**config.mk**
```make
export PLATFORM = sky130hd
export DESIGN_NAME = interp_interval_timer
export DESIGN_NICKNAME = d
export VERILOG_FILES = /design/src/rtl/iit_pkg.sv /design/src/rtl/thermo_bubble_decoder.sv /design/src/rtl/interval_ctrl.sv /design/src/rtl/interval_combine.sv /design/src/rtl/interp_interval_timer.sv
export SDC_FILE = /design/constraint.sdc
export NUM_CORES = 1
export LEC_CHECK = 0
export CORE_MARGIN = 5
export CORE_UTILIZATION = 50
export DETAILED_ROUTE_END_ITERATION = 16
export PLACE_DENSITY = 0.68
export SLEW_MARGIN = 20
export SYNTH_ARGS = -nofsm -noshare
export SYNTH_HDL_FRONTEND = slang
export SYNTH_SLANG_ARGS = --single-unit
```
**constraint.sdc**
```tcl
create_clock -name clk -period 11.06 [get_ports clk]
set_input_delay 2.212 -clock clk [delete_from_list [all_inputs] [get_ports clk]]
set_output_delay 2.212 -clock clk [all_outputs]
set_load 0.005 [all_outputs]
```
**src/rtl/iit_pkg.sv**
```systemverilog
// Shared types for the interpolating interval timer.
package iit_pkg;
    typedef enum logic [2:0] {
        ST_IDLE      = 3'd0,
        ST_ARM_START = 3'd1,
        ST_COUNT     = 3'd2,
        ST_ARM_STOP  = 3'd3,
        ST_DONE      = 3'd4
    } iit_state_e;
endpackage

```
**src/rtl/thermo_bubble_decoder.sv**
```systemverilog
// Converts a captured delay-chain snapshot into a fine count.
// Assumes the edge enters at bit 0. A tap counts only if it is set and one
// of the two taps below it is set: a single bubble is bridged, and a set
// tap above a gap of two or more zeros is ignored. The result is
// (highest qualifying tap index + 1), or 0 when no tap qualifies.
module thermo_bubble_decoder #(
    parameter int NTAPS = 32,
    parameter int FW    = $clog2(NTAPS + 1)
) (
    input  logic [NTAPS-1:0] snap,
    output logic [FW-1:0]    fine
);
    logic [NTAPS-1:0] qual;

    // Qualify each tap against its two lower neighbours.
    for (genvar g = 0; g < NTAPS; g++) begin : g_qual
        if (g == 0) begin : g_first
            assign qual[g] = snap[g];
        end else if (g == 1) begin : g_second
            assign qual[g] = snap[g] & snap[g-1];
        end else begin : g_rest
            assign qual[g] = snap[g] & (snap[g-1] | snap[g-2]);
        end
    end

    // Pick the highest qualifying tap.
    always_comb begin
        fine = '0;
        for (int i = 0; i < NTAPS; i++) begin
            if (qual[i]) fine = FW'(i + 1);
        end
    end
endmodule

```
**src/rtl/interval_ctrl.sv**
```systemverilog
// Sequencer for one measurement: idle, start capture, coarse counting,
// stop capture, result. Assumes events are already synchronous to clk.
// The coarse counter clears on the start capture edge, then advances on
// every counting edge and on the stop capture edge, saturating at all ones.
module interval_ctrl
    import iit_pkg::*;
#(
    parameter int CW = 32
) (
    input  logic          clk,
    input  logic          rst_n,
    input  logic          start_evt,
    input  logic          stop_evt,
    output iit_state_e    state,
    output logic          strobe,
    output logic [CW-1:0] coarse
);
    localparam logic [CW-1:0] CMAX = '1;

    logic [CW-1:0] coarse_inc;

    // Saturating increment of the coarse counter.
    always_comb coarse_inc = (coarse == CMAX) ? coarse : coarse + 1'b1;

    // Capture strobe in either arm state.
    always_comb strobe = (state == ST_ARM_START) || (state == ST_ARM_STOP);

    // State and coarse counter update.
    always_ff @(posedge clk) begin
        if (!rst_n) begin
            state  <= ST_IDLE;
            coarse <= '0;
        end else begin
            unique case (state)
                ST_IDLE: begin
                    if (start_evt) state <= ST_ARM_START;
                end
                ST_ARM_START: begin
                    coarse <= '0;
                    state  <= ST_COUNT;
                end
                ST_COUNT: begin
                    coarse <= coarse_inc;
                    if (stop_evt) state <= ST_ARM_STOP;
                end
                ST_ARM_STOP: begin
                    coarse <= coarse_inc;
                    state  <= ST_DONE;
                end
                ST_DONE: state <= ST_IDLE;
                default: state <= ST_IDLE;
            endcase
        end
    end

    // an accepted start leads to a strobe cycle.
    p_strobe_after_start_r2: assert property (@(posedge clk) disable iff (!rst_n)
        (state == ST_IDLE && start_evt) |=> strobe);

    // stop seen in idle keeps the sequencer idle.
    p_idle_stop_ignored_r9: assert property (@(posedge clk) disable iff (!rst_n)
        (state == ST_IDLE && !start_evt && stop_evt) |=> (state == ST_IDLE));

    // the counter advances by one per counting edge below saturation.
    p_coarse_step_r6: assert property (@(posedge clk) disable iff (!rst_n)
        (state == ST_COUNT && coarse != CMAX) |=> (coarse == $past(coarse) + 1'b1));

    // strobe cycles never run back to back.
    p_strobe_isolated_r5: assert property (@(posedge clk) disable iff (!rst_n)
        strobe |=> !strobe);
endmodule

```
**src/rtl/interval_combine.sv**
```systemverilog
// Forms the signed interval in 0.1 ns units from the coarse count and the
// two fine counts. Purely combinational; the caller registers the result.
module interval_combine #(
    parameter int CW          = 32,
    parameter int FW          = 6,
    parameter int RW          = 48,
    parameter int COARSE_UNIT = 1000,
    parameter int FINE_UNIT   = 43
) (
    input  logic [CW-1:0]        coarse,
    input  logic [FW-1:0]        fine_a,
    input  logic [FW-1:0]        fine_b,
    output logic signed [RW-1:0] result
);
    localparam logic signed [RW-1:0] CU = RW'(COARSE_UNIT);
    localparam logic signed [RW-1:0] FU = RW'(FINE_UNIT);

    logic signed [RW-1:0] c_ext;
    logic signed [RW-1:0] f_diff;

    // Widen the operands, take the fine difference, scale and sum.
    always_comb begin
        c_ext  = signed'(RW'(coarse));
        f_diff = signed'(RW'(fine_a)) - signed'(RW'(fine_b));
        result = c_ext * CU + f_diff * FU;
    end
endmodule

```
**src/rtl/interp_interval_timer.sv**
```systemverilog
// Top of the interpolating interval timer. One tap snapshot register is
// loaded on each strobe edge and feeds one decoder. The start fine count
// is stored on the first counting edge, while the stop-side snapshot has
// not yet been taken. The stop fine count and the combined result are
// stored on the result edge.
module interp_interval_timer
    import iit_pkg::*;
#(
    parameter int NTAPS       = 32,
    parameter int CW          = 32,
    parameter int RW          = 48,
    parameter int COARSE_UNIT = 1000,
    parameter int FINE_UNIT   = 43,
    localparam int FW         = $clog2(NTAPS + 1)
) (
    input  logic                 clk,
    input  logic                 rst_n,
    input  logic                 start_evt,
    input  logic                 stop_evt,
    input  logic [NTAPS-1:0]     taps,
    output logic                 tap_strobe,
    output logic [CW-1:0]        coarse_count,
    output logic [FW-1:0]        fine_start,
    output logic [FW-1:0]        fine_stop,
    output logic signed [RW-1:0] interval_dps,
    output logic                 result_valid
);
    iit_state_e           state;
    logic [CW-1:0]        coarse;
    logic [NTAPS-1:0]     snap;
    logic [FW-1:0]        fine_dec;
    logic signed [RW-1:0] combined;

    interval_ctrl #(.CW(CW)) u_ctrl (
        .clk       (clk),
        .rst_n     (rst_n),
        .start_evt (start_evt),
        .stop_evt  (stop_evt),
        .state     (state),
        .strobe    (tap_strobe),
        .coarse    (coarse)
    );

    thermo_bubble_decoder #(.NTAPS(NTAPS), .FW(FW)) u_dec (
        .snap (snap),
        .fine (fine_dec)
    );

    interval_combine #(
        .CW(CW), .FW(FW), .RW(RW),
        .COARSE_UNIT(COARSE_UNIT), .FINE_UNIT(FINE_UNIT)
    ) u_comb (
        .coarse (coarse),
        .fine_a (fine_start),
        .fine_b (fine_dec),
        .result (combined)
    );

    // Single shared capture of the delay chain taps.
    always_ff @(posedge clk) begin
        if (!rst_n)          snap <= '0;
        else if (tap_strobe) snap <= taps;
    end

    // Store the start fine count on the first counting edge.
    always_ff @(posedge clk) begin
        if (!rst_n)                                   fine_start <= '0;
        else if (state == ST_COUNT && coarse == '0)   fine_start <= fine_dec;
    end

    // Publish the stop fine count, coarse count and combined value.
    always_ff @(posedge clk) begin
        if (!rst_n) begin
            fine_stop    <= '0;
            coarse_count <= '0;
            interval_dps <= '0;
            result_valid <= 1'b0;
        end else begin
            result_valid <= (state == ST_DONE);
            if (state == ST_DONE) begin
                fine_stop    <= fine_dec;
                coarse_count <= coarse;
                interval_dps <= combined;
            end
        end
    end

    // a decoded fine count never exceeds the tap count.
    p_fine_bound_r3: assert property (@(posedge clk) disable iff (!rst_n)
        (fine_start <= FW'(NTAPS)) && (fine_stop <= FW'(NTAPS)));

    // the result flag is a single-cycle pulse.
    p_valid_pulse_r8: assert property (@(posedge clk) disable iff (!rst_n)
        result_valid |=> !result_valid);

    // published results hold while no new result is flagged.
    p_result_hold_r8: assert property (@(posedge clk) disable iff (!rst_n)
        (!result_valid && $past(!result_valid)) |-> $stable(interval_dps));
endmodule

```
==> metrics.md <==
| Metric | Value |
|---|---|
| Status | `finished clean` |
| Die height | `189.2 um` |
| Setup crit start kind | `register` |
| Inserted Clock Buffers | `17` |
| Synth area leaders | `dfxtp_1 (20%), fa_1 (17%), ha_1 (16%)` |
| Slew headroom | `33.17%` |
| CTS tree | `built` |
| Comb pwr share | `72.8%` |
| Antenna-violating nets left | `0` |
| Post-DR wirelength/cell | `16.10 um` |
| TNS Setup | `0 ps` |
| Die Footprint | `35,800 um^2` |
| Number of I/O pins | `130` |
| CP Buf/Inv Count | `5` |
| Post-CTS Hold Fix Bufs | `0` |
| Post-Layout Cell Count | `2,387` |
| Initial antenna violation count | `0` |
| EDFF count, synth | `0` |
| Max-Cap Viols | `0` |
| Final Hold Viols | `0` |
| Iter 0 DRT Violations | `647` |
| Ratio of cells with drive above 1 in the final layout | `3.577%` |
| Post-CTS setup buffer count | `0` |
| Syn_area_per_cell | `8.456 um^2` |
| Setup CP Type | `reg -> reg` |
| Fillers | `2,929` |
| Max Slew Vio Count | `0` |
| Final nets | `2,342` |
| PwrDens | `245.0 nW/um^2` |
| #FFs+latches synth | `160` |
| Crit path from | `snap[4]` |
| Clock Tree Root | `clkbuf_16` |
| Core ar. | `31,640 um^2` |
| Switching share of power | `48.33%` |
| Row Count | `65` |
| Final setup viols | `0` |
| Final GP Congestion | `0.8960` |
| First-pass GRT wire length | `64.60 mm` |
| Peak Freq | `0.1165 GHz` |
| Final cycle utilization of the critical path | `77.59%` |
| Worst vdd ir | `0.2411 mV` |
| GR Overflow Total | `0` |
| Maximum fanout along the worst path | `73` |
| Final worst clock skew | `14.49 ps` |
| Sequential share of power | `13.8%` |
| Sw Pwr | `2.155 mW` |
| Post-CTS sizing | `0` |
| Top-count cell post-synth | `nand2_1` |
| Die W | `189.2 um` |
| Final core utilization | `57.54%` |
| Post-synthesis async set-or-reset flop share | `0%` |
| Initial Utilization | `50.76%` |
| Clk_lat worst skew | `460 ps` |
| Worst path top cell family by delay | `compound AO/OA/AOI/OAI gates` |
| Power Internal | `2.304 mW` |
| DR vias/cell | `5.577` |
| Vias in the first global route | `13,198` |
| Sequential area share after synthesis | `19.95%` |
| Hpwl dp | `30.69 mm` |
| Commonest register cell after synthesis | `dfxtp_1` |
| Delay of the slowest critical-path stage | `770 ps` |
| H-tree lvl count | `4` |
| CP arrival | `8930 ps` |
| Vias | `13,313` |
| CP max stage cell | `a21o_1` |
| Critical Path End Type | `register` |
| Clock share of power | `13.5%` |
| Antenna cells | `0` |
| Static Leakage | `8.120 nW` |
| Min cycle time layout | `8582 ps` |
| RR Startpoint | `snap[4]` |
| GRT Total Usage | `21.71%` |
| DRC Markers | `0` |
| Cells after synthesis | `1,899` |
| Most frequent cells after synthesis | `nand2_1 (262), ha_1 (200), a21oi_1 (184)` |
| Synthesis Warnings | `0` |
| Slew @ Worst Pin | `1002 ps` |
| Port bufs | `129` |
| CP required | `11,410 ps` |
| CTS Sinks | `160` |
| Hold WC Path Type | `reg -> reg` |
| Clock slew at reported path FFs | `70 ps` |
| Largest net degree at the start of global routing | `74` |
| Post-synth top area share | `19.95%` |
| Worst path most repeated cell | `o21ai_0` |
| DR pass1 iterations | `7` |
| Post-synth top area cell | `dfxtp_1` |
| Syn Std Cell Area | `16,060 um^2` |
| Inst Count DP | `2,355` |
| Syn_nets | `2,269` |
| Hold path start | `interval_dps[21]` |
| RSZ-0062 raised after global routing | `false` |
| Area grow syn2layout | `13.36%` |
| Cell variety after synth | `78` |
| Pwr Total | `4.459 mW` |
| Clock Tree Buf Depth | `2` |
| Final WL | `38.43 mm` |
[cell type report]
cell class              instances  area, um^2  area share, %
well taps                     402       503.0          2.763
clock inverters                13       142.6         0.7836
inverters                     143       539.3          2.963
clock buffers                  19       442.9          2.433
flip-flops and latches        160        3203          17.60
repair buffers                138        1359          7.465
multi-input cells            1512       12010          66.00
[flip-flops by register name, indices dropped and copies added (netlist names)]
| register | cells |
|---|---|
| interval_dps | 48 |
| coarse_count | 32 |
| snap | 32 |
| u_ctrl.coarse | 32 |
| fine_start | 6 |
| fine_stop | 6 |
| u_ctrl.state | 3 |
| result_valid | 1 |
[stage by stage]
| step | hold slack (ps) | instance area (um^2) | worst slack, ps |
|---|---|---|---|
| finish | 450.1 | 18200 | 2478 |
| global route | 469.0 | 18200 | 1755 |
| CTS | 454.7 | 18200 | 2447 |
| detailed placement | 446.1 | 17620 | 2523 |
| global placement | 441.0 | 17620 | 2759 |
| floorplan | 444.5 | 16060 | 3146 |
[cells in the final DEF, fill, tap and decap left out, drive strengths merged, types with 94 or more instances in the layout]
cell type	instances
nand2	262
ha	200
a21oi	185
dfxtp	160
inv	150
xnor2	134
fa	134
clkdlybuf4s50	129
nor2	124
o21ai	94
[path summary, 6_finish.rpt]
kind / cells after the start / endpoint / slack (ps)
max: 32 / interval_dps[46] / 2480
min: 2 / interval_dps[21] / 450
max reg2reg: 32 / interval_dps[46] / 2480
min reg2reg: 2 / interval_dps[21] / 450
[cell families after synthesis]
kind of cell / after synthesis / share of synthesized area [%]
fa+ha+maj: 334 / 32.29
simple gates: 546 / 15.06
compound gates: 460 / 17.80
flops: 160 / 19.95
mux: 14 / 0.9583
buf+inv: 227 / 5.322
xor+xnor: 158 / 8.618
[routing by layer]
layer / wire [um] / GRT usage [%]
met1: 16300 / 26.22
met2: 20220 / 40.09
met3: 1415 / 3.909
met4: 496 / 5.231
met5: 0 / 0
[power groups by stage]
stage	Combinational, mW	Sequential, mW	Clock [mW]
after floorplan	2.63	0.615	0
after detailed placement	3.23	0.626	0
after global placement	3.19	0.625	0
after global routing	3.66	0.616	0.637
final	3.25	0.613	0.600
after CTS	3.26	0.613	0.616
[tightest hold or removal path: stages, from the launching register on]
cell	delay (ps)
dfxtp_1	310
nand2_1	50
a21oi_1	50
No activity file was read; power rests on OpenSTA's default activity.
